==> config.mk <==
export PLATFORM = sky130hd
export DESIGN_NAME = gpio_bank
export DESIGN_NICKNAME = d
export VERILOG_FILES = /design/src/rtl/gpio_bank_pkg.sv /design/src/rtl/gpio_sync.sv /design/src/rtl/gpio_trig_detect.sv /design/src/rtl/gpio_bank_regs.sv /design/src/rtl/gpio_bank.sv
export SDC_FILE = /design/constraint.sdc
export NUM_CORES = 1
export LEC_CHECK = 0
export ABC_AREA = 0
export CAP_MARGIN = 20
export CORE_ASPECT_RATIO = 1.75
export CORE_UTILIZATION = 40
export CTS_BUF_LIST = sky130_fd_sc_hd__clkbuf_4
export DETAILED_ROUTE_END_ITERATION = 6
export HOLD_SLACK_MARGIN = 0.15
export PLACE_DENSITY = 0.69
export SYNTH_ARGS = -nofsm -noshare
export SYNTH_HDL_FRONTEND = slang
export SYNTH_SLANG_ARGS = --single-unit
==> constraint.sdc <==
create_clock -name clk_i -period 2.1 [get_ports clk_i]
set_clock_uncertainty 0.05 [all_clocks]
set_input_delay 0.21 -clock clk_i [delete_from_list [all_inputs] [get_ports clk_i]]
set_output_delay 0.21 -clock clk_i [all_outputs]
set_load 0.05 [all_outputs]
==> src/rtl/gpio_bank_pkg.sv <==
package gpio_bank_pkg;
  localparam int ADDR_W = 8;
  localparam int DATA_W = 32;

  // Byte offsets decoded by software
  localparam logic [ADDR_W-1:0] OFS_OUT  = 8'h00;
  localparam logic [ADDR_W-1:0] OFS_OE   = 8'h10;
  localparam logic [ADDR_W-1:0] OFS_IN   = 8'h34;
  localparam logic [ADDR_W-1:0] OFS_TRIG = 8'h60;
  localparam logic [ADDR_W-1:0] OFS_POL  = 8'h70;
  localparam logic [ADDR_W-1:0] OFS_EN   = 8'h80;
  localparam logic [ADDR_W-1:0] OFS_CLR  = 8'h90;
  localparam logic [ADDR_W-1:0] OFS_STAT = 8'hA0;
endpackage

==> src/rtl/gpio_sync.sv <==
module gpio_sync #(
  parameter int NPINS = 27
) (
  input  logic             clk_i,
  input  logic             rst_ni,
  input  logic [NPINS-1:0] pin_i,
  output logic [NPINS-1:0] sync_o,
  output logic [NPINS-1:0] prev_o
);
  logic [NPINS-1:0] meta_q, sync_q, prev_q;

  always_ff @(posedge clk_i or negedge rst_ni) begin
    if (!rst_ni) begin
      meta_q <= '0;
      sync_q <= '0;
      prev_q <= '0;
    end else begin
      meta_q <= pin_i;
      sync_q <= meta_q;
      prev_q <= sync_q;
    end
  end

  assign sync_o = sync_q;
  assign prev_o = prev_q;
endmodule

==> src/rtl/gpio_trig_detect.sv <==
module gpio_trig_detect #(
  parameter int NPINS = 27
) (
  input  logic [NPINS-1:0] cur_i,
  input  logic [NPINS-1:0] prev_i,
  input  logic [NPINS-1:0] edge_mode_i,
  input  logic [NPINS-1:0] pol_i,
  output logic [NPINS-1:0] event_o
);
  for (genvar i = 0; i < NPINS; i++) begin : g_pin
    logic rise, fall, lvl_hit, edge_hit;
    assign rise     = cur_i[i] & ~prev_i[i];
    assign fall     = ~cur_i[i] & prev_i[i];
    assign lvl_hit  = pol_i[i] ? cur_i[i] : ~cur_i[i];
    assign edge_hit = pol_i[i] ? rise : fall;
    assign event_o[i] = edge_mode_i[i] ? edge_hit : lvl_hit;
  end
endmodule

==> src/rtl/gpio_bank_regs.sv <==
module gpio_bank_regs
  import gpio_bank_pkg::*;
#(
  parameter int NPINS = 27
) (
  input  logic              clk_i,
  input  logic              rst_ni,
  input  logic [ADDR_W-1:0] addr_i,
  input  logic              wr_i,
  input  logic [DATA_W-1:0] wdata_i,
  output logic [DATA_W-1:0] rdata_o,
  input  logic [NPINS-1:0]  sync_i,
  input  logic [NPINS-1:0]  event_i,
  output logic [NPINS-1:0]  out_q,
  output logic [NPINS-1:0]  oe_q,
  output logic [NPINS-1:0]  trig_q,
  output logic [NPINS-1:0]  pol_q,
  output logic [NPINS-1:0]  en_q,
  output logic [NPINS-1:0]  status_q
);
  logic [NPINS-1:0] wbits, clr_bits;

  assign wbits    = wdata_i[NPINS-1:0];
  assign clr_bits = (wr_i && addr_i == OFS_CLR) ? wbits : '0;

  always_ff @(posedge clk_i or negedge rst_ni) begin
    if (!rst_ni) begin
      out_q  <= '0;
      oe_q   <= '0;
      trig_q <= '0;
      pol_q  <= '1;
      en_q   <= '0;
    end else if (wr_i) begin
      case (addr_i)
        OFS_OUT:  out_q  <= wbits;
        OFS_OE:   oe_q   <= wbits;
        OFS_TRIG: trig_q <= wbits;
        OFS_POL:  pol_q  <= wbits;
        OFS_EN:   en_q   <= wbits;
        default:  ;
      endcase
    end
  end

  // New event outranks a simultaneous clear
  always_ff @(posedge clk_i or negedge rst_ni) begin
    if (!rst_ni) status_q <= '0;
    else         status_q <= (status_q & ~clr_bits) | event_i;
  end

  always_comb begin
    rdata_o = '0;
    case (addr_i)
      OFS_OUT:  rdata_o[NPINS-1:0] = out_q;
      OFS_OE:   rdata_o[NPINS-1:0] = oe_q;
      OFS_IN:   rdata_o[NPINS-1:0] = sync_i;
      OFS_TRIG: rdata_o[NPINS-1:0] = trig_q;
      OFS_POL:  rdata_o[NPINS-1:0] = pol_q;
      OFS_EN:   rdata_o[NPINS-1:0] = en_q;
      OFS_STAT: rdata_o[NPINS-1:0] = status_q;
      default:  ;
    endcase
  end
endmodule

==> src/rtl/gpio_bank.sv <==
module gpio_bank
  import gpio_bank_pkg::*;
#(
  parameter int NPINS = 27
) (
  input  logic              clk_i,
  input  logic              rst_ni,
  input  logic [ADDR_W-1:0] addr_i,
  input  logic              wr_i,
  input  logic [DATA_W-1:0] wdata_i,
  output logic [DATA_W-1:0] rdata_o,
  input  logic [NPINS-1:0]  pin_i,
  output logic [NPINS-1:0]  pin_out_o,
  output logic [NPINS-1:0]  pin_oe_o,
  output logic              irq_o
);
  logic [NPINS-1:0] sync_w, prev_w, event_w;
  logic [NPINS-1:0] trig_q, pol_q, en_q, status_q;

  gpio_sync #(.NPINS(NPINS)) u_sync (
    .clk_i  (clk_i),
    .rst_ni (rst_ni),
    .pin_i  (pin_i),
    .sync_o (sync_w),
    .prev_o (prev_w)
  );

  gpio_trig_detect #(.NPINS(NPINS)) u_detect (
    .cur_i       (sync_w),
    .prev_i      (prev_w),
    .edge_mode_i (trig_q),
    .pol_i       (pol_q),
    .event_o     (event_w)
  );

  gpio_bank_regs #(.NPINS(NPINS)) u_regs (
    .clk_i    (clk_i),
    .rst_ni   (rst_ni),
    .addr_i   (addr_i),
    .wr_i     (wr_i),
    .wdata_i  (wdata_i),
    .rdata_o  (rdata_o),
    .sync_i   (sync_w),
    .event_i  (event_w),
    .out_q    (pin_out_o),
    .oe_q     (pin_oe_o),
    .trig_q   (trig_q),
    .pol_q    (pol_q),
    .en_q     (en_q),
    .status_q (status_q)
  );

  assign irq_o = |(status_q & en_q);
endmodule

Word-level counts from Yosys, hierarchy flattened
Index checks and enable logic that the tools add are counted.
- output and inout port bits: 87
- word-level logic and storage cells: 219
- bits in registers: 243
- bits of input ports: 70
- eq/ne operators: 7
- multiplexer cells: 83
- bitwise logic cells: 112
- reductions and logical operators: 8
- operators with widths (cell ; number):
    $pmux W27 S7 ; 1
    $mux W1 ; 81
    $and A1 B1 Y1 ; 54
    $and A27 B27 Y27 ; 2
    $not A1 Y1 ; 54
    $mux W27 ; 1
    $not A27 Y27 ; 1
    $or A27 B27 Y27 ; 1
    $reduce_or A27 Y1 ; 1
    $eq A8 B8 Y1 const B ; 3
    $eq A8 B7 Y1 const B ; 2
    $reduce_and A2 Y1 ; 5
    $eq A8 B5 Y1 const B ; 1
    $eq A8 B6 Y1 const B ; 1
    $logic_not A8 Y1 ; 1
    $logic_and A1 B1 Y1 ; 1

Longest topological paths before layout
Gate-level depths: netlist (run 1).
- depth after elaboration: 6
- depth in mapped cells: 7
- mapped depth without buffers: 4

Cells and area by module
Synthesis (run 1) repeated with hierarchy kept, for this count alone.
- cell total of the unflattened synthesis: 777
- area total of the unflattened synthesis: 10568.9 um^2
- modules (own cells, without submodules) (module ; area each (um^2) ; instances ; cells an instance):
    gpio_bank_regs ; 7698.6 ; 1 ; 571
    gpio_sync ; 2026.9 ; 1 ; 81
    gpio_trig_detect ; 709.4 ; 1 ; 108
    gpio_bank ; 133.9 ; 1 ; 17

Worst setup path before layout (run 1)
No wires, ideal clock.
- kind: input port to output port
- start point: input addr_i[5]
- end point: output rdata_o[24]
- arrival: 2488 ps
- data required time: 1840 ps
- path buffers: 3
- stages on the path: 7
- setup slack: -648 ps
- cell sequence: buf_2 nor4b_1 nor2b_1 buf_2 buf_2 a22oi_1 o21ai_0
- word-level cells in the longest chain between the ends: 2
- elaborated cells on any way between the ends: 8
- classes of those cells: eq/ne: 6; mux: 1; reduce/logical: 1
- ends and longest elaborated chain (element ; RTL line ; source):
    start: declaration ; gpio_bank.sv:8 ; input logic [ADDR_W-1:0] addr_i,
    $eq A8 B8 Y1 (tied with other cells) ; gpio_bank_regs.sv:53 ; case (addr_i)
    $pmux W27 S7 * ; gpio_bank_regs.sv:53 ;
    end: declaration ; gpio_bank.sv:11 ; output logic [DATA_W-1:0] rdata_o,
Mark *: on every way between the ends. The rest lies on a longest branch, timed or not.

Worst setup path in the final report (run 1)
- start point: register u_regs.status_q[19]
- end point: output irq_o
- word-level cells in the longest chain between the ends: 2
- ends and longest elaborated chain (element ; RTL line ; source):
    start: declaration ; gpio_bank_regs.sv:19 ; output logic [NPINS-1:0] status_q
    start signal: assignment ; gpio_bank_regs.sv:48 ; else status_q <= (status_q & ~clr_bits) | event_i;
    $and A27 B27 Y27 ; gpio_bank.sv:53 ; assign irq_o = |(status_q & en_q);
    $reduce_or A27 Y1 ; gpio_bank.sv:53 ;
    end: declaration ; gpio_bank.sv:15 ; output logic irq_o
No other way between the ends.

==> results of run 1 <==
-- layer usage --
| layer | up-vias | GRT usage | part of all wire |
|---|---|---|---|
| li1 | 3595 | - | - |
| met1 | 4110 | 0.279 | 0.38 |
| met2 | 270 | 0.413 | 0.54 |
| met3 | 55 | 0.0436 | 0.047 |
| met4 | 0 | 0.0937 | 0.028 |
| met5 | - | 0 | 0 |
-- worst paths after layout --
path | slack [ns] | cells after the start | startpoint | endpoint
worst min-delay path | 0.18 | 3 | wdata_i[22] | u_regs.status_q[22]
worst max-delay path | -0.42 | 5 | u_regs.status_q[19] | irq_o
worst max register to register | 0.88 | 4 | u_regs.trig_q[0] | u_regs.status_q[0]
max in group asynchronous | 0.69 | 4 | rst_ni | u_regs.pol_q[1]
min in group asynchronous | 0.53 | 3 | rst_ni | u_regs.status_q[25]
worst min register to register | 0.26 | 0 | u_sync.meta_q[16] | u_sync.sync_o[16]
-- cell families after synthesis --
logic type      count (synthesis)  share of synthesized area
compound gates                158                      0.107
buf+inv                        41                     0.0217
flops                         243                      0.587
mux                           189                      0.202
other cells                     1                   0.000360
simple gates                  163                     0.0817
-- synthesized netlist by cell type (all sizes together) --
| cell | count |
|---|---|
| a211o | 27 |
| a21o | 10 |
| a21oi | 27 |
| a221oi | 1 |
| a222oi | 2 |
| a22o | 1 |
| a22oi | 53 |
| and2 | 3 |
| and3 | 1 |
| and4 | 1 |
| buf | 31 |
| clkbuf | 10 |
| conb | 1 |
| dfrtp | 216 |
| dfstp | 27 |
| mux2 | 169 |
| mux2i | 20 |
| nand2 | 81 |
| nand2b | 1 |
| nand3 | 5 |
| nand4 | 3 |
| nor2 | 3 |
| nor2b | 28 |
| nor3 | 29 |
| nor4 | 2 |
| nor4b | 4 |
| o211ai | 16 |
| o21ai | 11 |
| o22ai | 10 |
| or3 | 2 |
-- metrics by stage --
stage	utilization	setup slack (ns)	instance area, sq um	TNS, ns
floorplan	-	-0.0716	10500	-0.678
global placement	0.510	-0.417	13000	-48.92
detailed placement	0.510	-0.435	13000	-55.31
CTS	0.579	-0.437	14700	-3.55
global route	0.590	-0.522	15000	-4.32
finish	0.590	-0.425	15000	-2.29
-- worst max-delay path: cells and delay by family, from the launching register on --
kind,cells,cell delay (ns)
flip-flops,1,0.38
AND/OR/NAND/NOR,2,0.50
buffers and inverters,1,0.17
AO/OA/AOI/OAI,2,0.50
-- power by group --
part	switching [W]	internal, W
Combinational	0.000689	0.000570
Sequential	0.000171	0.00490
Clock	0.00187	0.00192
Total	0.00273	0.00740
-- registers in the layout (all words and copies together) (netlist names) --
name and count:
u_regs.oe_q 27, u_regs.trig_q 27, u_regs.en_q 27, u_sync.sync_o 27, u_regs.out_q 27, u_regs.status_q 27, u_sync.meta_q 27, u_sync.prev_o 27
u_regs.pol_q 27
-- area by class of cell --
cell class / count / area, sq um
Fill cell: 2078 / 10400
Sequential cell: 243 / 6120
Multi-Input combinational cell: 515 / 4510
Timing Repair Buffer: 290 / 3260
Clock buffer: 89 / 668
Tap cell: 316 / 395
Clock inverter: 15 / 63.8
Antenna cell: 1 / 2.50
-- repair_timing --
item                       CTS  global route
hold buffers                29             1
gates cloned                 4             2
setup endpoints to repair   82            28
gates resized for setup    155            57
hold endpoints to repair   269             1
pin swaps                   41            30
buffers inserted            30            22
==> parameters.txt, run 1 <==
Parameter                              Value

STA
  Final Hold Violating Endpoints ... 0
  Part of the cycle the worst path needs ... 1.20
  Actual slew at the worst max-slew pin ... 0.531 ns
  Final critical-path setup slack ... -0.425 ns
  Final count of pins violating max slew ... 0
  Shortest clock period the worst path allows after layout ... about 2.5 ns
  Headroom to the max-slew limit ... 0.647
  Hold slack final ... ~0.18 ns
  Timing-limited maximum frequency ... around 0.40 GHz
  Setup repair after global routing missed its margin ... yes
  Final number of setup-violating endpoints ... 22

Drt
  Drt drc ... 0
  Number of detailed-route iterations in the first pass ... 5
  Wirelength per Cell ... 21.2 microns
  Residual antenna-violating net count after detailed routing ... 0
  Starting DRC count in detailed routing ... approximately 480
  Number of vias after detailed routing ... approximately 8,000
  Final Routed Wirelength ... a little over 30,000 microns
  Via density per instance ... between 5 and 6

Status
  Status ... complete, but fails checks
  Violations in the final reports ... negative setup slack

Global route
  Global-route wire length before repair ... 46,900 microns
  Initial antenna violation count ... 1
  Via count of the first global-routing pass ... between 8,000 and 9,000
  Global routing usage summed across all routing layers ... 0.235
  Maximum number of pins on one net before global-route repair ... 62
  Global-route congestion overflow total ... 0

Cells and area
  Share of final-layout standard cells stronger than drive strength 1 ... 0.430
  Final Instance Count excl. Fillers ... 1,469
  Commonest non-fill, non-tap cells in the layout ... 215 x sky130_fd_sc_hd__dfrtp_1, 152 x sky130_fd_sc_hd__mux2_2, 89 x sky130_fd_sc_hd__clkbuf_4
  Synthesis-to-finish area growth ... 44.1%
  Most common library cell in the layout ignoring fill and taps ... sky130_fd_sc_hd__dfrtp_1
  Total Nets Final ... roughly 1,200

Worst setup path
  Crit path cell chain ... a22o_1 -> a221oi_2 -> nand4_1 -> or3_4 -> buf_6
  Kind of critical path ... reg2out
  Crit-path max cell delay ... 0.38 ns
  Slowest cell on the critical path ... sky130_fd_sc_hd__dfrtp_1
  Endpoint class of the critical path ... output pin
  Critical path fanouts, max ... 2
  Startpoint kind of the worst setup timing path ... flip-flop
  CP Data Arrival Time ... approximately 2.3 ns
  Required time of the critical path ... between 1.5 and 2 ns

Place
  Quantity of I/O buffers inserted on ports ... 146
  Inst Count DP ... roughly 1,300
  Detailed Place HPWL ... ~20,000 microns
  Final weighted congestion in routability-driven placement ... 0.798

Clock tree
  CTS Buf Count ... 56
  H-tree depth ... 2
  Clock Path Buffers ... 3
  Clock transition time at the flip-flop clock pins of the worst setup and hold paths ... ~0.07 ns
  CTS tree ... yes
  Root Buffer Master ... sky130_fd_sc_hd__clkbuf_4
  Clk Latency, worst-skew pair ... about 0.71 ns
  Clock Sink Count ... roughly 240

Hold path
  Hold WC Path Type ... in2reg

Yosys
  Synth Warn # ... 0
  Cell accounting for the most synthesized area ... sky130_fd_sc_hd__dfrtp_1
  Instance count of the mapped netlist ... slightly below 800
  Share of synthesized area occupied by flip-flops and latches ... 0.587
  Mean instance size in the synthesized netlist ... between 10 and 15 sq um
  Post-synthesis register bit count ... between 200 and 250
  Area contributors post-synth ... sky130_fd_sc_hd__dfrtp_1 52%, sky130_fd_sc_hd__mux2_2 18%, sky130_fd_sc_hd__dfstp_2 6.8%
  Count of unique library cells instantiated by Yosys ... 40
  Yosys top cell area share ... 0.519
  Synthesized cell area ... 0.0104 sq mm

Flow run
  Max-cap viol count ... 0

Power
  Leakage dissipation ... 6.82 nW
  P per Cell Area ... just under 700 mW/mm^2
  Power after layout ... 0.0101 W
  Worst-case vdd ir drop ... approximately 400 uV

Floorplan
  Core box area ... around 0.025 sq mm
  Die Footprint ... between 0.02 and 0.03 sq mm
  Initial core utilization ... 0.410
  Vertical extent of the die ... 216 microns
  Die W ... approximately 120 microns
  Top Ports ... 157
  Standard-cell row count ... 77
No activity file was read; power rests on OpenSTA's default activity.
==> run 2: changes to the inputs <==
Settings changed: CTS_BUF_LIST sky130_fd_sc_hd__clkbuf_4 to sky130_fd_sc_hd__clkbuf_4 sky130_fd_sc_hd__clkbuf_8, REMOVE_ABC_BUFFERS from default to 1, SLEW_MARGIN from default to 20.
==> run 2 against run 1 <==
The flow still finishes with violations (negative setup slack). Global-route usage increased by 0.12 points. Core utilization decreased by 1.2 points. Critical path depth unchanged. First-iteration DRC count decreased by 8.8%. Non-clock buffer count decreased by 21. Critical path type unchanged. Highest routed layer unchanged.
==> parameters.txt, run 2 (same netlist as run 1, synthesis figures left out) <==
Parameter                              Value

Clock tree
  Clock Sink Count ... 243 (unchanged)
  Clock transition time at the flip-flop clock pins of the worst setup and hold paths ... 0.07 ns (about the same)
  Clk Latency, worst-skew pair ... 0.56 ns (was 0.71 ns)
  Root Buffer Master ... sky130_fd_sc_hd__clkbuf_8 (was sky130_fd_sc_hd__clkbuf_4)
  Clock Path Buffers ... 3 (unchanged)
  CTS Buf Count ... 38 (was 56)
  H-tree depth ... 2 (unchanged)
  CTS tree ... yes (unchanged)

Place
  Quantity of I/O buffers inserted on ports ... 146 (unchanged)
  Final weighted congestion in routability-driven placement ... 0.832 (was 0.798)
  Pre-CTS setup slack ... -0.431 ns (was -0.435 ns)
  Detailed Place HPWL ... 20,200 microns (was 19,600 microns)
  Placement Cell Area ... 0.0131 sq mm (was 0.0130 sq mm)

Drt
  Starting DRC count in detailed routing ... 436 (was 478)
  Drt drc ... 0 (unchanged)
  Number of detailed-route iterations in the first pass ... 7 (was 5)
  Wirelength per Cell ... 21.9 microns (was 21.2 microns)
  Number of vias after detailed routing ... 7,750 (was 8,030)
  Final Routed Wirelength ... 30,900 microns (was 31,100 microns)
  Residual antenna-violating net count after detailed routing ... 0 (unchanged)
  Via density per instance ... 5.49 (was 5.47)

Floorplan
  Vertical extent of the die ... 216 microns (unchanged)
  Top Ports ... 157 (unchanged)
  Core box area ... 0.0254 sq mm (unchanged)
  Die Footprint ... 0.0267 sq mm (unchanged)
  Die W ... 124 microns (unchanged)
  Initial core utilization ... 0.410 (unchanged)
  Standard-cell row count ... 77 (unchanged)

STA
  Final number of setup-violating endpoints ... 2 (was 22)
  Setup repair after global routing missed its margin ... yes (unchanged)
  Timing-limited maximum frequency ... 0.423 GHz (was 0.396 GHz)
  Final critical-path setup slack ... -0.262 ns (was -0.425 ns)
  Hold slack final ... 0.228 ns (was 0.184 ns)
  Actual slew at the worst max-slew pin ... 0.589 ns (was 0.531 ns)
  Headroom to the max-slew limit ... 0.609 (was 0.647)
  Shortest clock period the worst path allows after layout ... 2.36 ns (was 2.52 ns)
  Final Hold Violating Endpoints ... 0 (unchanged)
  Final count of pins violating max slew ... 0 (unchanged)
  Part of the cycle the worst path needs ... 1.12 (was 1.20)

Worst setup path
  Crit-path max cell delay ... 0.41 ns (was 0.38 ns)
  Kind of critical path ... reg2out (unchanged)
  Startpoint kind of the worst setup timing path ... flip-flop (unchanged)
  Crit path cell chain ... a22o_1 -> a221oi_2 -> nand4_1 -> or3_4 -> buf_6 (unchanged)
  WP depth ... 5 (unchanged)
  CP endpoint ... irq_o (unchanged)
  Critical path launch point ... u_regs.status_q[19] (unchanged)
  Slowest cell on the critical path ... sky130_fd_sc_hd__dfrtp_1 (unchanged)
  Reg-to-reg critical path endpoint ... u_regs.status_q[23] (was u_regs.status_q[0])
  Reg-to-reg setup timing slack ... 0.92 ns (was 0.88 ns)
  Critical path fanouts, max ... 3 (was 2)
  CP bufs+invs ... 1 (unchanged)
  CP Data Arrival Time ... 2.10 ns (was 2.26 ns)
  Worst reg2reg startpoint ... u_regs.trig_q[23] (was u_regs.trig_q[0])
  Endpoint class of the critical path ... output pin (unchanged)
  Family with the most delay on the worst path ... compound AO/OA/AOI/OAI gates (unchanged)
  Required time of the critical path ... 1.84 ns (about the same)
  Path depth of the worst reg2reg path ... 5 (was 4)

Power
  Worst-case vdd ir drop ... 561 uV (was 410 uV)
  Leakage dissipation ... 6.43 nW (was 6.82 nW)
  P per Cell Area ... 727 mW/mm^2 (was 675 mW/mm^2)

Status
  Status ... complete, but fails checks (unchanged)
  Violations in the final reports ... negative setup slack (unchanged)

Cells and area
  Synthesis-to-finish area growth ... 41.2% (was 44.1%)
  Antenna cell count ... 0 (was 1)
  Final design instance area without fill ... 0.0147 sq mm (was 0.0150 sq mm)
  Most common library cell in the layout ignoring fill and taps ... sky130_fd_sc_hd__dfrtp_1 (unchanged)
  Share of final-layout standard cells stronger than drive strength 1 ... 0.396 (was 0.430)
  Commonest non-fill, non-tap cells in the layout ... 216 x sky130_fd_sc_hd__dfrtp_1, 161 x sky130_fd_sc_hd__mux2_2, 106 x sky130_fd_sc_hd__clkdlybuf4s50_1 (was 215 x sky130_fd_sc_hd__dfrtp_1, 152 x sky130_fd_sc_hd__mux2_2, 89 x sky130_fd_sc_hd__clkbuf_4)
  Total Nets Final ... 1,137 (was 1,176)
  Fin util ... 0.578 (was 0.590)

Global route
  Initial antenna violation count ... 0 (was 1)
  Global routing usage summed across all routing layers ... 0.237 (was 0.235)
  Maximum number of pins on one net before global-route repair ... 63 (was 62)
  Via count of the first global-routing pass ... 8,467 (was 8,478)
  Global-route congestion overflow total ... 0 (unchanged)
  Global-route wire length before repair ... 46,900 microns (about the same)

Flow run
  Max-cap viol count ... 0 (unchanged)

Hold path
  Hold WC Path Type ... in2reg (unchanged)
==> run 2: cell count changes in the layout (fill, tap and decap cells not counted), moves of 5 or more <==
| cell | previous run | this run |
|---|---|---|
| sky130_fd_sc_hd__clkbuf_4 | 89 | 14 |
| sky130_fd_sc_hd__dlygate4sd2_1 | 56 | 2 |
| sky130_fd_sc_hd__clkdlybuf4s50_1 | 55 | 106 |
| sky130_fd_sc_hd__clkbuf_8 | 0 | 47 |
| sky130_fd_sc_hd__clkinv_1 | 11 | 0 |
| sky130_fd_sc_hd__mux2_2 | 152 | 161 |
| sky130_fd_sc_hd__mux2_4 | 16 | 7 |
| sky130_fd_sc_hd__o22ai_1 | 1 | 10 |
| sky130_fd_sc_hd__mux2i_1 | 13 | 20 |
| sky130_fd_sc_hd__buf_4 | 75 | 69 |
| sky130_fd_sc_hd__o22ai_2 | 5 | 0 |
==> run 2: layout make-up <==
cell class / count / area (sq um)
fillers: 2095 / 10700
flip-flops and latches: 243 / 6110
multi-input cells: 515 / 4290
repair buffers: 269 / 3060
clock buffers: 61 / 752
well taps: 316 / 395
clock inverters: 8 / 95.1
==> run 2: worst register-to-register path, cell delays in order (launching register included) <==
cell and delay (ns):
sky130_fd_sc_hd__dfrtp_1 0.36, sky130_fd_sc_hd__buf_4 0.11, sky130_fd_sc_hd__buf_4 0.10, sky130_fd_sc_hd__nor2b_1 0.12, sky130_fd_sc_hd__nor3_1 0.05, sky130_fd_sc_hd__a211o_1 0.27
==> run 2: worst min path at each step <==
stage / from / end / slack, ns / depth (start not counted)
3_3_place_gp: rst_ni / u_sync.meta_q[1] / 0.13 / 1
5_1_grt: addr_i[3] / u_regs.trig_q[24] / 0.22 / 4
6_report: addr_i[3] / u_regs.trig_q[24] / 0.23 / 4
4_1_cts: addr_i[3] / u_regs.trig_q[5] / 0.18 / 4
3_5_place_dp: rst_ni / u_sync.meta_q[1] / 0.13 / 1
2_1_floorplan: rst_ni / u_regs.en_q[0] / -0.14 / 0
==> run 2: metrics by stage <==
step / total power [W] / TNS [ns] / cells
global placement: 0.00624 / -56.44 / 1294
CTS: 0.0108 / -0.482 / 1408
detailed placement: 0.00627 / -57.43 / 1294
global route: 0.0111 / -0.602 / 1412
floorplan: 0.00563 / -31.29 / 758
finish: 0.0107 / -0.370 / 1412
==> run 2: power by group <==
group | leakage, nW | switching, W | internal, W
registers | 2.95 | 0.000172 | 0.00491
clock network | 0.447 | 0.00186 | 0.00252
logic | 3.03 | 0.000660 | 0.000564
total | 6.43 | 0.00269 | 0.00800
==> run 2: repair_timing <==
| item | 4_1_cts | 5_1_grt |
|---|---|---|
| endpoints found under the setup margin | 29 | 29 |
| resized for setup | 74 | 48 |
| cloned | 5 | 2 |
| setup buffers | 17 | 8 |
| pin swaps | 23 | 27 |
| hold buffers | 29 | 0 |
| hold endpoints to repair | 249 | 0 |
==> run 2: layer usage <==
layer  track usage  wire (microns)  part of all wire  vias to the layer above
li1              -               -                 -                     3473
met1         0.256           11200              0.36                     3939
met2         0.423           16500              0.53                      242
met4         0.135            1760             0.057                        0
met3        0.0418            1440             0.047                       96
met5             0               0                 0                        -
==> run 3: changes to the inputs <==
Settings changed: ABC_AREA 0 to 1, PLACE_DENSITY 0.69 to 0.7.
==> run 3 against run 2 <==
The flow now finishes without violations. Wire length is 4.8% higher. Sequential share of layout area is 0.34 points lower. Synthesized area is 4.8% higher. Flip-flop and latch count stayed put. Critical endpoint is now pin_oe_o[4]. Sequential power hardly changed. Synthesized cell count is 65% higher. Count of clock-buffer cells in the layout is 4 higher. Highest routed layer unchanged. Register-to-register slack better by 0.17 ns.
==> parameters.txt, run 3 <==
Parameter                              Value

Worst setup path
  Kind of critical path ... reg2out (unchanged)
  Crit-path max cell delay ... 0.84 ns (was 0.41 ns)
  Slowest cell on the critical path ... sky130_fd_sc_hd__clkdlybuf4s50_1 (was sky130_fd_sc_hd__dfrtp_1)
  Startpoint kind of the worst setup timing path ... flip-flop (unchanged)
  WP depth ... 1 (was 5)
  Required time of the critical path ... 1.84 ns (about the same)
  Critical path fanouts, max ... 3 (unchanged)
  Endpoint class of the critical path ... output pin (unchanged)
  CP bufs+invs ... 1 (unchanged)
  Crit path cell chain ... clkdlybuf4s50_1 (was a22o_1 -> a221oi_2 -> nand4_1 -> or3_4 -> buf_6)
  Path depth of the worst reg2reg path ... 5 (unchanged)
  Family with the most delay on the worst path ... buffers and inverters (was compound AO/OA/AOI/OAI gates)
  CP Data Arrival Time ... 1.81 ns (was 2.10 ns)

STA
  Actual slew at the worst max-slew pin ... 0.567 ns (was 0.589 ns)
  Timing-limited maximum frequency ... 0.483 GHz (was 0.423 GHz)
  Setup repair after global routing missed its margin ... yes (unchanged)
  Final count of pins violating max slew ... 0 (unchanged)
  Headroom to the max-slew limit ... 0.621 (was 0.609)
  Final Hold Violating Endpoints ... 0 (unchanged)
  Shortest clock period the worst path allows after layout ... 2.07 ns (was 2.36 ns)
  Part of the cycle the worst path needs ... 0.986 (was 1.12)
  Final number of setup-violating endpoints ... 0 (was 2)
  Hold slack final ... 0.182 ns (was 0.228 ns)

Yosys
  Post-synthesis register bit count ... 243 (unchanged)
  Share of synthesized area occupied by flip-flops and latches ... 0.560 (was 0.587)
  FFs w/ async S/R, synth ... 1.00 (unchanged)
  Synth Warn # ... 0 (unchanged)
  Most common flop cell mapped by yosys ... sky130_fd_sc_hd__dfrtp_1 (unchanged)
  Count of unique library cells instantiated by Yosys ... 24 (was 40)
  Yosys top cell area share ... 0.495 (was 0.519)
  Cell accounting for the most synthesized area ... sky130_fd_sc_hd__dfrtp_1 (unchanged)
  Most common cell in the netlist ... sky130_fd_sc_hd__nand2_1 (was sky130_fd_sc_hd__dfrtp_1)
  Area contributors post-synth ... sky130_fd_sc_hd__dfrtp_1 50%, sky130_fd_sc_hd__nand2_1 14%, sky130_fd_sc_hd__nand3_1 7.5% (was sky130_fd_sc_hd__dfrtp_1 52%, sky130_fd_sc_hd__mux2_2 18%, sky130_fd_sc_hd__dfstp_2 6.8%)
  Top cells by instance count after synthesis ... 395 x sky130_fd_sc_hd__nand2_1, 216 x sky130_fd_sc_hd__dfrtp_1, 164 x sky130_fd_sc_hd__nand3_1 (was 216 x sky130_fd_sc_hd__dfrtp_1, 168 x sky130_fd_sc_hd__mux2_2, 81 x sky130_fd_sc_hd__nand2_1)
  Mean instance size in the synthesized netlist ... 8.32 sq um (was 13.1 sq um)
  EDFF count, synth ... 0 (unchanged)
  Instance count of the mapped netlist ... 1,312 (was 795)
  Synthesized cell area ... 0.0109 sq mm (was 0.0104 sq mm)

Floorplan
  Vertical extent of the die ... 221 microns (was 216 microns)
  Top Ports ... 157 (unchanged)
  Initial core utilization ... 0.409 (was 0.410)
  Standard-cell row count ... 79 (was 77)
  Die Footprint ... 0.0280 sq mm (was 0.0267 sq mm)
  Die W ... 127 microns (was 124 microns)
  Core box area ... 0.0267 sq mm (was 0.0254 sq mm)

Cells and area
  Most common library cell in the layout ignoring fill and taps ... sky130_fd_sc_hd__nand2_1 (was sky130_fd_sc_hd__dfrtp_1)
  Synthesis-to-finish area growth ... 35.9% (was 41.2%)
  Footprint of the flip-flops and latches ... 0.00611 sq mm (unchanged)
  Share of final-layout standard cells stronger than drive strength 1 ... 0.149 (was 0.396)
  Area used by multi-input combinational logic ... 0.00409 sq mm (was 0.00429 sq mm)
  Total Nets Final ... 1,605 (was 1,137)
  Fin util ... 0.556 (was 0.578)
  Final design instance area without fill ... 0.0148 sq mm (was 0.0147 sq mm)
  Final-layout fill cell count ... 2,415 (was 2,095)
  Final Instance Count excl. Fillers ... 1,889 (was 1,412)
  Commonest non-fill, non-tap cells in the layout ... 384 x sky130_fd_sc_hd__nand2_1, 216 x sky130_fd_sc_hd__dfrtp_1, 164 x sky130_fd_sc_hd__nand3_1 (was 216 x sky130_fd_sc_hd__dfrtp_1, 161 x sky130_fd_sc_hd__mux2_2, 106 x sky130_fd_sc_hd__clkdlybuf4s50_1)

Global route
  Maximum number of pins on one net before global-route repair ... 58 (was 63)
  Via count of the first global-routing pass ... 9,471 (was 8,467)
  GR met3 Demand/Resource ... 0.0331 (was 0.0418)
  Initial antenna violation count ... 0 (unchanged)
  GRT Max-Usage Layer ... met2 (unchanged)
  Grt met2 use ... 0.419 (was 0.423)
  Global-route congestion overflow total ... 0 (unchanged)
  Global-route wire length before repair ... 49,300 microns (was 46,900 microns)
  Global routing usage summed across all routing layers ... 0.232 (was 0.237)
  Routing usage on met1 ... 0.271 (was 0.256)

Clock tree
  Clock transition time at the flip-flop clock pins of the worst setup and hold paths ... 0.06 ns (was 0.07 ns)
  H-tree depth ... 2 (unchanged)
  Root Buffer Master ... sky130_fd_sc_hd__clkbuf_8 (unchanged)
  Clock Path Buffers ... 3 (unchanged)
  Clock Sink Count ... 243 (unchanged)
  Clk Latency, worst-skew pair ... 0.55 ns (was 0.56 ns)
  CTS tree ... yes (unchanged)
  CTS Buf Count ... 38 (unchanged)

Hold path
  Number of stages on the worst hold path ... 3 (was 4)
  Hold WC Path Type ... in2reg (unchanged)

Drt
  Final Routed Wirelength ... 32,300 microns (was 30,900 microns)
  Number of vias after detailed routing ... 9,741 (was 7,750)
  Wirelength per Cell ... 17.1 microns (was 21.9 microns)
  Number of detailed-route iterations in the first pass ... 6 (was 7)
  Via density per instance ... 5.16 (was 5.49)
  Residual antenna-violating net count after detailed routing ... 0 (unchanged)
  Starting DRC count in detailed routing ... 724 (was 436)
  Drt drc ... 0 (unchanged)

Place
  Placement Cell Area ... 0.0134 sq mm (was 0.0131 sq mm)
  Inst Count DP ... 1,772 (was 1,294)
  Quantity of I/O buffers inserted on ports ... 146 (unchanged)
  Detailed Place HPWL ... 21,100 microns (was 20,200 microns)
  Final weighted congestion in routability-driven placement ... 0.811 (was 0.832)

Power
  Worst-case vdd ir drop ... 475 uV (was 561 uV)
  Leakage dissipation ... 6.98 nW (was 6.43 nW)
  P per Cell Area ... 716 mW/mm^2 (was 727 mW/mm^2)

Flow run
  Max-cap viol count ... 0 (unchanged)

Status
  Status ... finished, final reports clean (was complete, but fails checks)
## run 3: metal layers
layer  up-vias  wire length [microns]
li1       4645                      -
met2       306                  16900
met3        67                   1820
met4         0                   1070
met1      4723                  12500
met5         -                      0
## run 3: final cells by class
| cell class | count | area share |
|---|---|---|
| diodes | 1 | 0.000169 |
| clock buffers | 65 | 0.0523 |
| clock inverters | 4 | 0.00321 |
| inverters | 119 | 0.0301 |
| multi-input cells | 893 | 0.276 |
| flip-flops and latches | 243 | 0.412 |
| well taps | 324 | 0.0273 |
| repair buffers | 240 | 0.199 |
## run 3: power breakdown
group	leakage, nW	switching, W	internal (W)
clock network	0.440	0.00186	0.00244
logic	3.71	0.000740	0.000467
registers	2.83	0.000179	0.00493
## run 3: cells by family after synthesis
family,synth area share
AO/OA/AOI/OAI,0.0928
flip-flops,0.560
other,0.000344
AND/OR/NAND/NOR,0.272
buffers and inverters,0.0744
## run 3: timing repair
| item | in CTS | in global routing |
|---|---|---|
| hold buffers | 32 | 0 |
| cloned | 1 | 3 |
| pin swaps | 1 | 19 |
| setup endpoints to repair | 15 | 29 |
| endpoints found under the hold margin | 249 | 0 |
| setup buffers | 0 | 11 |
| resized for setup | 8 | 34 |
## run 3: stage by stage
| step | setup slack, ns | setup TNS, ns | total power [W] |
|---|---|---|---|
| 3_5_place_dp | -0.0392 | -0.112 | 0.00631 |
| 3_3_place_gp | -0.0217 | -0.0373 | 0.00629 |
| 2_1_floorplan | 0.00881 | 0 | 0.00571 |
| 4_1_cts | 0.000199 | 0 | 0.0107 |
| 6_report | 0.0295 | 0 | 0.0106 |
| 5_1_grt | -0.0182 | -0.0182 | 0.0110 |
## run 3: final timing paths
check	start	endpoint	slack [ns]
worst min register to register	u_sync.meta_q[26]	u_sync.sync_o[26]	0.30
worst min-delay path	wdata_i[6]	u_regs.pol_q[6]	0.18
min in group asynchronous	rst_ni	u_sync.meta_q[20]	0.67
max in group asynchronous	rst_ni	u_regs.trig_q[20]	0.24
worst max register to register	u_regs.trig_q[21]	u_regs.status_q[21]	1.09
worst max-delay path	u_regs.oe_q[4]	pin_oe_o[4]	0.03
